<file path="config.mk">
export PLATFORM = sky130hd
export DESIGN_NAME = tlb_repl_ctl
export DESIGN_NICKNAME = d
export VERILOG_FILES = /design/src/rtl/tlb_repl_pkg.sv /design/src/rtl/tlb_repl_rst_sync.sv /design/src/rtl/tlb_repl_counter.sv /design/src/rtl/tlb_repl_mode.sv /design/src/rtl/tlb_repl_ctl.sv
export SDC_FILE = /design/constraint.sdc
export NUM_CORES = 1
export LEC_CHECK = 0
export ABC_CLOCK_PERIOD_IN_PS = 900
export BUFFER_PORTS_ARGS = -buffer_cell sky130_fd_sc_hd__buf_2
export CAP_MARGIN = 20
export CORE_ASPECT_RATIO = 0.75
export CORE_MARGIN = 2
export CORE_UTILIZATION = 40
export DETAILED_ROUTE_END_ITERATION = 10
export PLACE_DENSITY = 0.81
export SLEW_MARGIN = 10
export SYNTH_ARGS = -nofsm -noshare
export SYNTH_HDL_FRONTEND = slang
export SYNTH_HIERARCHICAL = 1
export SYNTH_SLANG_ARGS = --single-unit
</file>
<file path="constraint.sdc">
create_clock -name clk -period 0.9 [get_ports clk]
set_clock_uncertainty 0.2 [all_clocks]
set_input_delay 0.09 -clock clk [delete_from_list [all_inputs] [get_ports clk]]
set_output_delay 0.09 -clock clk [all_outputs]
set_load 0.03 [all_outputs]
</file>
<file path="src/rtl/tlb_repl_pkg.sv">
package tlb_repl_pkg;
  localparam int unsigned IDX_W   = 6;
  localparam int unsigned REG_W   = 32;
  localparam int unsigned BE_W    = REG_W / 8;
  localparam int unsigned CNT_LSB = 10;
  localparam int unsigned BND_LSB = 18;
  localparam int unsigned SQ_BIT  = 9;
  localparam int unsigned SV_BIT  = 8;
  localparam int unsigned CNT_LANE = CNT_LSB / 8;
  localparam int unsigned BND_LANE = BND_LSB / 8;
  localparam int unsigned MODE_LANE = SQ_BIT / 8;
endpackage

</file>
<file path="src/rtl/tlb_repl_rst_sync.sv">
module tlb_repl_rst_sync #(
  parameter int unsigned STAGES = 2
) (
  input  logic clk,
  input  logic rst_ni,
  output logic rst_no
);
  logic [STAGES-1:0] sync_q;

  generate
    for (genvar g = 0; g < STAGES; g++) begin : g_stage
      if (g == 0) begin : g_first
        always_ff @(posedge clk or negedge rst_ni) begin
          if (!rst_ni) sync_q[g] <= 1'b0;
          else         sync_q[g] <= 1'b1;
        end
      end else begin : g_rest
        always_ff @(posedge clk or negedge rst_ni) begin
          if (!rst_ni) sync_q[g] <= 1'b0;
          else         sync_q[g] <= sync_q[g-1];
        end
      end
    end
  endgenerate

  assign rst_no = sync_q[STAGES-1];
endmodule

</file>
<file path="src/rtl/tlb_repl_counter.sv">
module tlb_repl_counter #(
  parameter int unsigned IDX_W = tlb_repl_pkg::IDX_W
) (
  input  logic             clk,
  input  logic             rst_n,
  input  logic             step_i,
  input  logic             cnt_we_i,
  input  logic [IDX_W-1:0] cnt_wdata_i,
  input  logic             bnd_we_i,
  input  logic [IDX_W-1:0] bnd_wdata_i,
  output logic [IDX_W-1:0] cnt_o,
  output logic [IDX_W-1:0] bnd_o
);
  localparam logic [IDX_W-1:0] ZERO = '0;
  localparam logic [IDX_W-1:0] ONE  = {{(IDX_W-1){1'b0}}, 1'b1};

  logic [IDX_W-1:0] cnt_q, cnt_d;
  logic [IDX_W-1:0] bnd_q, bnd_d;
  logic             cnt_en, bnd_en;
  logic             at_limit;

  always_comb begin
    at_limit = (bnd_q != ZERO) && (cnt_q == bnd_q);
    cnt_en   = cnt_we_i || step_i;
    cnt_d    = cnt_q;
    if (cnt_we_i)      cnt_d = cnt_wdata_i;
    else if (at_limit) cnt_d = ZERO;
    else               cnt_d = cnt_q + ONE;
    bnd_en = bnd_we_i;
    bnd_d  = bnd_wdata_i;
  end

  always_ff @(posedge clk or negedge rst_n) begin
    if (!rst_n)      cnt_q <= '0;
    else if (cnt_en) cnt_q <= cnt_d;
  end

  always_ff @(posedge clk or negedge rst_n) begin
    if (!rst_n)      bnd_q <= '0;
    else if (bnd_en) bnd_q <= bnd_d;
  end

  assign cnt_o = cnt_q;
  assign bnd_o = bnd_q;

  assert_count_up_R2: assert property (@(posedge clk) disable iff (!rst_n)
    (step_i && !cnt_we_i && !((bnd_q != ZERO) && (cnt_q == bnd_q)))
      |=> cnt_q == IDX_W'($past(cnt_q) + 1));

  assert_limit_wrap_R3: assert property (@(posedge clk) disable iff (!rst_n)
    (step_i && !cnt_we_i && bnd_q != ZERO && cnt_q == bnd_q) |=> cnt_q == ZERO);

  assert_top_wrap_R4: assert property (@(posedge clk) disable iff (!rst_n)
    (step_i && !cnt_we_i && cnt_q == '1) |=> cnt_q == ZERO);

  assert_write_wins_R7: assert property (@(posedge clk) disable iff (!rst_n)
    cnt_we_i |=> cnt_q == $past(cnt_wdata_i));

  assert_idle_hold_R6: assert property (@(posedge clk) disable iff (!rst_n)
    (!step_i && !cnt_we_i) |=> $stable(cnt_q));
endmodule

</file>
<file path="src/rtl/tlb_repl_mode.sv">
module tlb_repl_mode (
  input  logic clk,
  input  logic rst_n,
  input  logic we_i,
  input  logic sq_d_i,
  input  logic sv_d_i,
  output logic sq_o,
  output logic sv_o
);
  logic sq_q, sv_q;
  logic sq_d, sv_d;

  always_comb begin
    sq_d = sq_d_i;
    sv_d = sv_d_i;
  end

  always_ff @(posedge clk or negedge rst_n) begin
    if (!rst_n) begin
      sq_q <= 1'b0;
      sv_q <= 1'b0;
    end else if (we_i) begin
      sq_q <= sq_d;
      sv_q <= sv_d;
    end
  end

  assign sq_o = sq_q;
  assign sv_o = sv_q;

  assert_mode_hold_R8: assert property (@(posedge clk) disable iff (!rst_n)
    !we_i |=> ($stable(sq_q) && $stable(sv_q)));
endmodule

</file>
<file path="src/rtl/tlb_repl_ctl.sv">
module tlb_repl_ctl
  import tlb_repl_pkg::*;
(
  input  logic             clk,
  input  logic             rst_n,
  input  logic             tlb_access_i,
  input  logic             tlb_load_i,
  input  logic             wr_en_i,
  input  logic [BE_W-1:0]  wr_be_i,
  input  logic [REG_W-1:0] wr_data_i,
  input  logic             sq_user_acc_i,
  output logic [IDX_W-1:0] repl_idx_o,
  output logic [REG_W-1:0] rd_data_o,
  output logic             sq_viol_o
);
  logic             rst_n_s;
  logic             cnt_we, bnd_we, mode_we, step;
  logic [IDX_W-1:0] cnt, bnd;
  logic             sq_mode, sv_mode;

  tlb_repl_rst_sync #(.STAGES(2)) u_rst (
    .clk    (clk),
    .rst_ni (rst_n),
    .rst_no (rst_n_s)
  );

  always_comb begin
    cnt_we  = wr_en_i && wr_be_i[CNT_LANE];
    bnd_we  = wr_en_i && wr_be_i[BND_LANE];
    mode_we = wr_en_i && wr_be_i[MODE_LANE];
    step    = tlb_access_i && !tlb_load_i;
  end

  tlb_repl_counter #(.IDX_W(IDX_W)) u_cnt (
    .clk         (clk),
    .rst_n       (rst_n_s),
    .step_i      (step),
    .cnt_we_i    (cnt_we),
    .cnt_wdata_i (wr_data_i[CNT_LSB +: IDX_W]),
    .bnd_we_i    (bnd_we),
    .bnd_wdata_i (wr_data_i[BND_LSB +: IDX_W]),
    .cnt_o       (cnt),
    .bnd_o       (bnd)
  );

  tlb_repl_mode u_mode (
    .clk    (clk),
    .rst_n  (rst_n_s),
    .we_i   (mode_we),
    .sq_d_i (wr_data_i[SQ_BIT]),
    .sv_d_i (wr_data_i[SV_BIT]),
    .sq_o   (sq_mode),
    .sv_o   (sv_mode)
  );

  always_comb begin
    rd_data_o                      = '0;
    rd_data_o[BND_LSB +: IDX_W]    = bnd;
    rd_data_o[CNT_LSB +: IDX_W]    = cnt;
    rd_data_o[SQ_BIT]              = sq_mode;
    rd_data_o[SV_BIT]              = sv_mode;
    repl_idx_o                     = cnt;
    sq_viol_o                      = sq_user_acc_i && sq_mode;
  end

  assert_load_no_step_R6: assert property (@(posedge clk) disable iff (!rst_n_s)
    (tlb_load_i && !cnt_we) |=> repl_idx_o == $past(repl_idx_o));

  assert_viol_seen_R10: assert property (@(posedge clk) disable iff (!rst_n_s)
    (sq_user_acc_i && rd_data_o[SQ_BIT]) |-> sq_viol_o);

  assert_viol_quiet_R10: assert property (@(posedge clk) disable iff (!rst_n_s)
    !sq_user_acc_i |-> !sq_viol_o);
endmodule

</file>
==> impl_results.md, run 1 <==
- Hold Path Depth: 2
- Seq/Total Area, Yosys: 37.0%
- Ant diodes: 0
- Min Tclk post-route: 1.97 ns
- Crit path to: u_cnt/cnt_o[2]
- Clk sinks: 16
- Max Fclk: 507 MHz
- Max Buffers Root-to-Sink: 2
- Avg Inst Size Synth: 10.2 sq um
- WP data required: 0.93 ns
- Vias per cell: 4.60
- XOR/XNOR share of the synthesized area: 4.86%
- Chip width: 64.0 um
- CTS buffer count: 3
- Core area: 0.00258 sq mm
- Tot Pwr: 3.68 mW
- Critical Path Source Type: flop
- Arrival time worst endpoint: 2.00 ns
- Cell Rows: 16
- Cell Area, Synth: 0.00108 sq mm
- Gr ovfl total: 0
- Final setup viols: 35
- Hold Crit Start: wr_data_i[18]
- Flop2flop setup slack: -1.07 ns
- Vias in the first global route: 900
- Drt initial violations: 24
- Largest family of logic cells by synthesized area: buffers and inverters
- Final GP Congestion: 0.800
- Fin. max-slew vios: 0
- RR Endpoint: u_cnt/cnt_o[2]
- Worst skew pair latency: 0.28 ns
- Initial core utilization: 41.9%
- Tot GR Track Use: 17.2%
- Cell count after synthesis: 106
- Antenna-violating nets left: 0
- CP max FO: 6
- Largest net degree at the start of global routing: 11
- First-pass GRT wire length: 4180 um
- Layout Utilization: 64.6%
- Setup TNS: -16.07 ns
- Die area: 0.00314 sq mm
- Worst setup margin: -1.07 ns
- Die height: 49.0 um
- Share of layout cells above drive strength 1: 59.8%
- Clock slew at reported path FFs: 0.09 ns
- Post-route clock period utilization: 219%
- Synth top area cells: dfrtp_1 37%, buf_4 18%, mux2_2 8.3%, xnor2_1 4.9%, o311ai_4 2.4%
- Avg WL per Cell: 12.6 um
- Power Density: 2200 mW/mm^2
- Antenna violations before repair: 0
- Failing checks: hold timing, setup timing
- # H-tree levels: 1
- WS Path Type: reg2reg
- Total leakage power: 0.783 nW
- FF-to-FF path depth: 5
- Via count: 943
- Final HPWL DP: 1930 um
- RSZ-0062 raised after global routing: yes
- Post-synthesis mux area share: 8.33%
- Hold Crit Class: in2reg
- Synth area leader: dfrtp_1
- Worst Setup SP: u_cnt/cnt_o[2]
- Pre-CTS setup slack: -0.995 ns
- Ports: 81
- Compound-Gate Fraction of Synth Area: 11.7%
- R2r startpoint: u_cnt/cnt_o[2]
- Post-Synth Simple-Gate Area: 16.7%
- Synth top area share: 37.0%
- VDD IR max: 1650 uV
- Final wirelength: 2590 um
- Hold_buf cts: 1
- Hold WS: -0.172 ns
- Layout Nets: 213
- Number of I/O port buffers: 42
- DRC: 0
- Root Driver: clkbuf_4
- Synth cell types: 32
- MaxCap Viol Count: 0
- Final hold vios: 30
- Layout area overhead: 54.3%
- Adder-cell share of the synthesized area: 1.16%
- Ys Warns: 6
- TritonCTS clock tree: done
- Pre-antenna DRT Iters: 4
- Synthesized flop and latch total: 16
- Status: finished with violations
- Crit. End Element: flop
==> worst max-delay path, cell delays in order, from the launching register on <==
cell and delay, ns:
dfrtp_2 0.43, or4_4 0.55, o311ai_4 0.38, buf_4 0.19, o22ai_1 0.08, nand2_1 0.08
==> logic make-up (layout without fill, tap and decap cells) <==
| logic type | after synthesis | after routing |
|---|---|---|
| buffers and inverters | 30 | 76 |
| and+or+nand+nor | 27 | 27 |
| AOI/OAI and AO/OA | 16 | 16 |
| DFF | 16 | 16 |
| muxes | 8 | 8 |
| xor gates and xnor gates | 6 | 6 |
| other | 2 | 19 |
| adders and majority gates | 1 | 1 |
==> state kept, by name, indices dropped and copies added (netlist names) <==
register and cells:
u_mode/sq_o 1, u_cnt/cnt_o 6, u_mode/sv_o 1, u_rst/rst_no 1, u_cnt/bnd_o 6, u_rst/sync_q 1
==> cells in the final DEF, fill, tap and decap left out, drive strengths merged <==
master and count:
o211ai 4, nor4 1, o311ai 1, nand3 1, o22ai 4, nor2 2
nor2b 3, clkbuf 4, dfrtp 16, nand2b 3, and2 3, ha 1
xnor2 6, o21ai 1, and4 1, inv 1, nor4b 2, a31oi 1
a21oi 5, and3 1, mux2 8, nand4 1, or4 1, conb 19
buf 70, and2b 1, nor3b 3, dlygate4sd3 1, nand2 4
==> routing by layer <==
metal	up-vias	GRT usage, %	wire [um]
met2	55	32.3	1350
met3	0	4.16	201
met1	439	20.1	1040
li1	449	-	-
met4	0	2.17	0
met5	-	0	0
==> per-stage QoR <==
stage                     cells  cell area [sq um]
final                       205               1670
after global routing        205               1670
after CTS                   204               1650
after detailed placement    194               1370
after global placement      194               1370
after floorplan             123               1180
==> cells in the mapped netlist <==
library cell / number
nor2_1: 2
nand4_1: 1
a21oi_1: 4
or4_4: 1
buf_2: 1
nand3_1: 1
xnor2_1: 6
conb_1: 2
o22ai_1: 4
o211ai_1: 3
o311ai_4: 1
dfrtp_1: 16
and2b_2: 1
and4_1: 1
inv_1: 1
nor4_1: 1
nand2_1: 4
nor4b_1: 2
nor3b_1: 3
nor2b_1: 2
o21ai_1: 1
buf_4: 26
mux2_2: 8
a31oi_1: 1
o211ai_2: 1
nor2b_4: 1
and3_2: 1
a21oi_2: 1
and2_1: 3
clkbuf_1: 2
nand2b_1: 3
ha_1: 1
==> worst min path at each step <==
stage | slack (ns) | end
after global placement | -0.32 | u_rst/sync_q[0]
final | -0.17 | u_cnt/bnd_o[0]
after global routing | -0.18 | u_mode/sv_o
after detailed placement | -0.32 | u_rst/sync_q[0]
after CTS | -0.18 | u_cnt/bnd_o[0]
after floorplan | -0.41 | u_rst/rst_no
==> where the power goes <==
group / switching, mW / internal (mW)
logic: 1.15 / 1.06
registers: 0.124 / 0.870
clock network: 0.228 / 0.246
==> repair_timing <==
action	in CTS	in global routing
setup endpoints to repair	35	35
endpoints found under the hold margin	30	21
setup buffers	7	4
pin swaps	2	5
gates resized for setup	60	5
cloned	0	0
==> cell type report <==
cell class	count	area (sq um)
clock buffers	4	36.3
fillers	207	915
inverters	1	3.75
multi-input cells	77	547
flip-flops and latches	16	414
well taps	36	45.0
repair buffers	71	622
Power figures use the tool's default switching activity.
==> inputs of run 2 (changes only) <==
RECOVER_POWER = 25   (was default)
==> impl_results.md, run 2 (synthesis results as in run 1) <==
- Int Pwr: 2.17 mW
- Antenna-violating nets left: 0
- Layout Nets: 213
- Avg WL per Cell: 12.6 um
- Max Buffers Root-to-Sink: 2
- VDD IR max: 1650 uV
- Hold_buf cts: 1
- Clock slew at reported path FFs: 0.09 ns
- Ports: 81
- Largest net degree at the start of global routing: 11
- Chip width: 64.0 um
- RSZ-0062 raised after global routing: yes
- Switching share of power: 40.9%
- Hold Crit Class: in2reg
- Gate power share: 60.0%
- Root Driver: clkbuf_4
- Die height: 49.0 um
- Failing checks: hold timing, setup timing
- Antenna violations before repair: 0
- Post-route clock period utilization: 219%
- Max Fclk: 507 MHz
- Die area: 0.00314 sq mm
- Worst skew pair latency: 0.28 ns
- Core area: 0.00258 sq mm
- Clk sinks: 16
- Hold path endpoint: u_cnt/bnd_o[0]
- TritonCTS clock tree: done
- Status: finished with violations
- Final setup viols: 35
- First-pass GRT wire length: 4180 um
- Pre-CTS setup slack: -0.995 ns
- Power Density: 2210 mW/mm^2
- Arrival time worst endpoint: 2.00 ns
- Crit. End Element: flop
- FF-to-FF path depth: 5
- Total leakage power: 0.776 nW
- Seq pwr share: 27.1%
- MaxCap Viol Count: 0
- Min Tclk post-route: 1.97 ns
- Layout area overhead: 53.8%
- Hold Crit Start: wr_data_i[18]
- Vias in the first global route: 900
- Hold Path Depth: 2
- Ant diodes: 0
- Critical Path Source Type: flop
- Pre-antenna DRT Iters: 4
- Cell Rows: 16
- RR Endpoint: u_cnt/cnt_o[2]
- CP max FO: 6
- DRC: 0
- WS Path Type: reg2reg
- Commonest non-fill, non-tap cell in the layout: buf_6
- R2r startpoint: u_cnt/cnt_o[2]
- Final GP Congestion: 0.800
- Share of layout cells above drive strength 1: 58.6%
- WP data required: 0.93 ns
- Flop2flop setup slack: -1.07 ns
- Tot GR Track Use: 17.2%
- Switching Power: 1.50 mW
- Final hold vios: 25
- Final wirelength: 2590 um
- Fin. max-slew vios: 0
- Vias per cell: 4.60
- Worst setup margin: -1.07 ns
- Initial core utilization: 41.9%
- Gr ovfl total: 0
- Via count: 942
- Commonest non-fill, non-tap cells in the layout: 37 x buf_6, 20 x buf_2, 19 x conb_1, 11 x buf_4, 11 x dfrtp_2
- Final HPWL DP: 1930 um
- CTS buffer count: 3
- # H-tree levels: 1
- Drt initial violations: 24
- Number of I/O port buffers: 42
- Hold WS: -0.172 ns
- Clock Power Share: 12.9%
==> run 2: how the worst max path moves through the flow <==
| stage | from | endpoint | slack [ns] | cells past startpoint |
|---|---|---|---|---|
| floorplan | u_cnt/cnt_o[2] | u_cnt/cnt_o[3] | -0.98 | 4 |
| global placement | u_cnt/cnt_o[2] | u_cnt/cnt_o[3] | -0.90 | 4 |
| detailed placement | u_cnt/cnt_o[2] | u_cnt/cnt_o[0] | -0.99 | 4 |
| CTS | u_cnt/cnt_o[2] | u_cnt/cnt_o[0] | -1.02 | 4 |
| global route | u_cnt/cnt_o[2] | u_cnt/cnt_o[0] | -1.11 | 4 |
| finish | u_cnt/cnt_o[2] | u_cnt/cnt_o[2] | -1.07 | 5 |
==> run 2: stage by stage <==
step	instances	power (mW)	cell area (sq um)	utilization [%]	TNS [ns]
5_1_grt	205	3.86	1660	64.4	-17.26
3_5_place_dp	194	2.68	1370	53.1	-10.34
6_report	205	3.67	1660	64.4	-16.07
2_1_floorplan	123	2.30	1180	-	-7.30
3_3_place_gp	194	2.63	1370	53.1	-9.54
4_1_cts	204	3.64	1650	64.0	-15.98
==> run 2: power groups by stage <==
| stage | Combinational (mW) | Sequential, mW | Clock, mW |
|---|---|---|---|
| after floorplan | 0.993 | 1.31 | 0 |
| after global placement | 1.66 | 0.975 | 0 |
| after CTS | 2.15 | 0.992 | 0.495 |
| final | 2.20 | 0.994 | 0.475 |
| after global routing | 2.32 | 1.01 | 0.524 |
| after detailed placement | 1.69 | 0.992 | 0 |
==> run 2: routing by layer <==
metal,share of wire (%),track usage [%],vias up
met5,0,0,-
met4,0,2.17,0
met3,7.8,4.16,0
met2,52,32.3,55
met1,40,20.1,438
li1,-,-,449
==> run 2: cell type report <==
class | count | area [sq um]
sequential | 16 | 414
inverter | 1 | 3.75
fill | 207 | 920
clock buffer | 4 | 36.3
multi-input combinational | 77 | 547
tap | 36 | 45.0
timing repair buffer | 71 | 617
==> run 2: worst max-delay path, cell delays in order (launching register included) <==
cell and delay [ns]:
dfrtp_2 0.43, or4_4 0.55, o311ai_4 0.38, buf_4 0.19, o22ai_1 0.08, nand2_1 0.08
==> run 2: what timing repair did <==
action / 4_1_cts / 5_1_grt
pin swaps: 2 / 5
endpoints found under the setup margin: 35 / 35
gates resized for setup: 60 / 5
buffers inserted: 7 / 4
endpoints found under the hold margin: 30 / 21
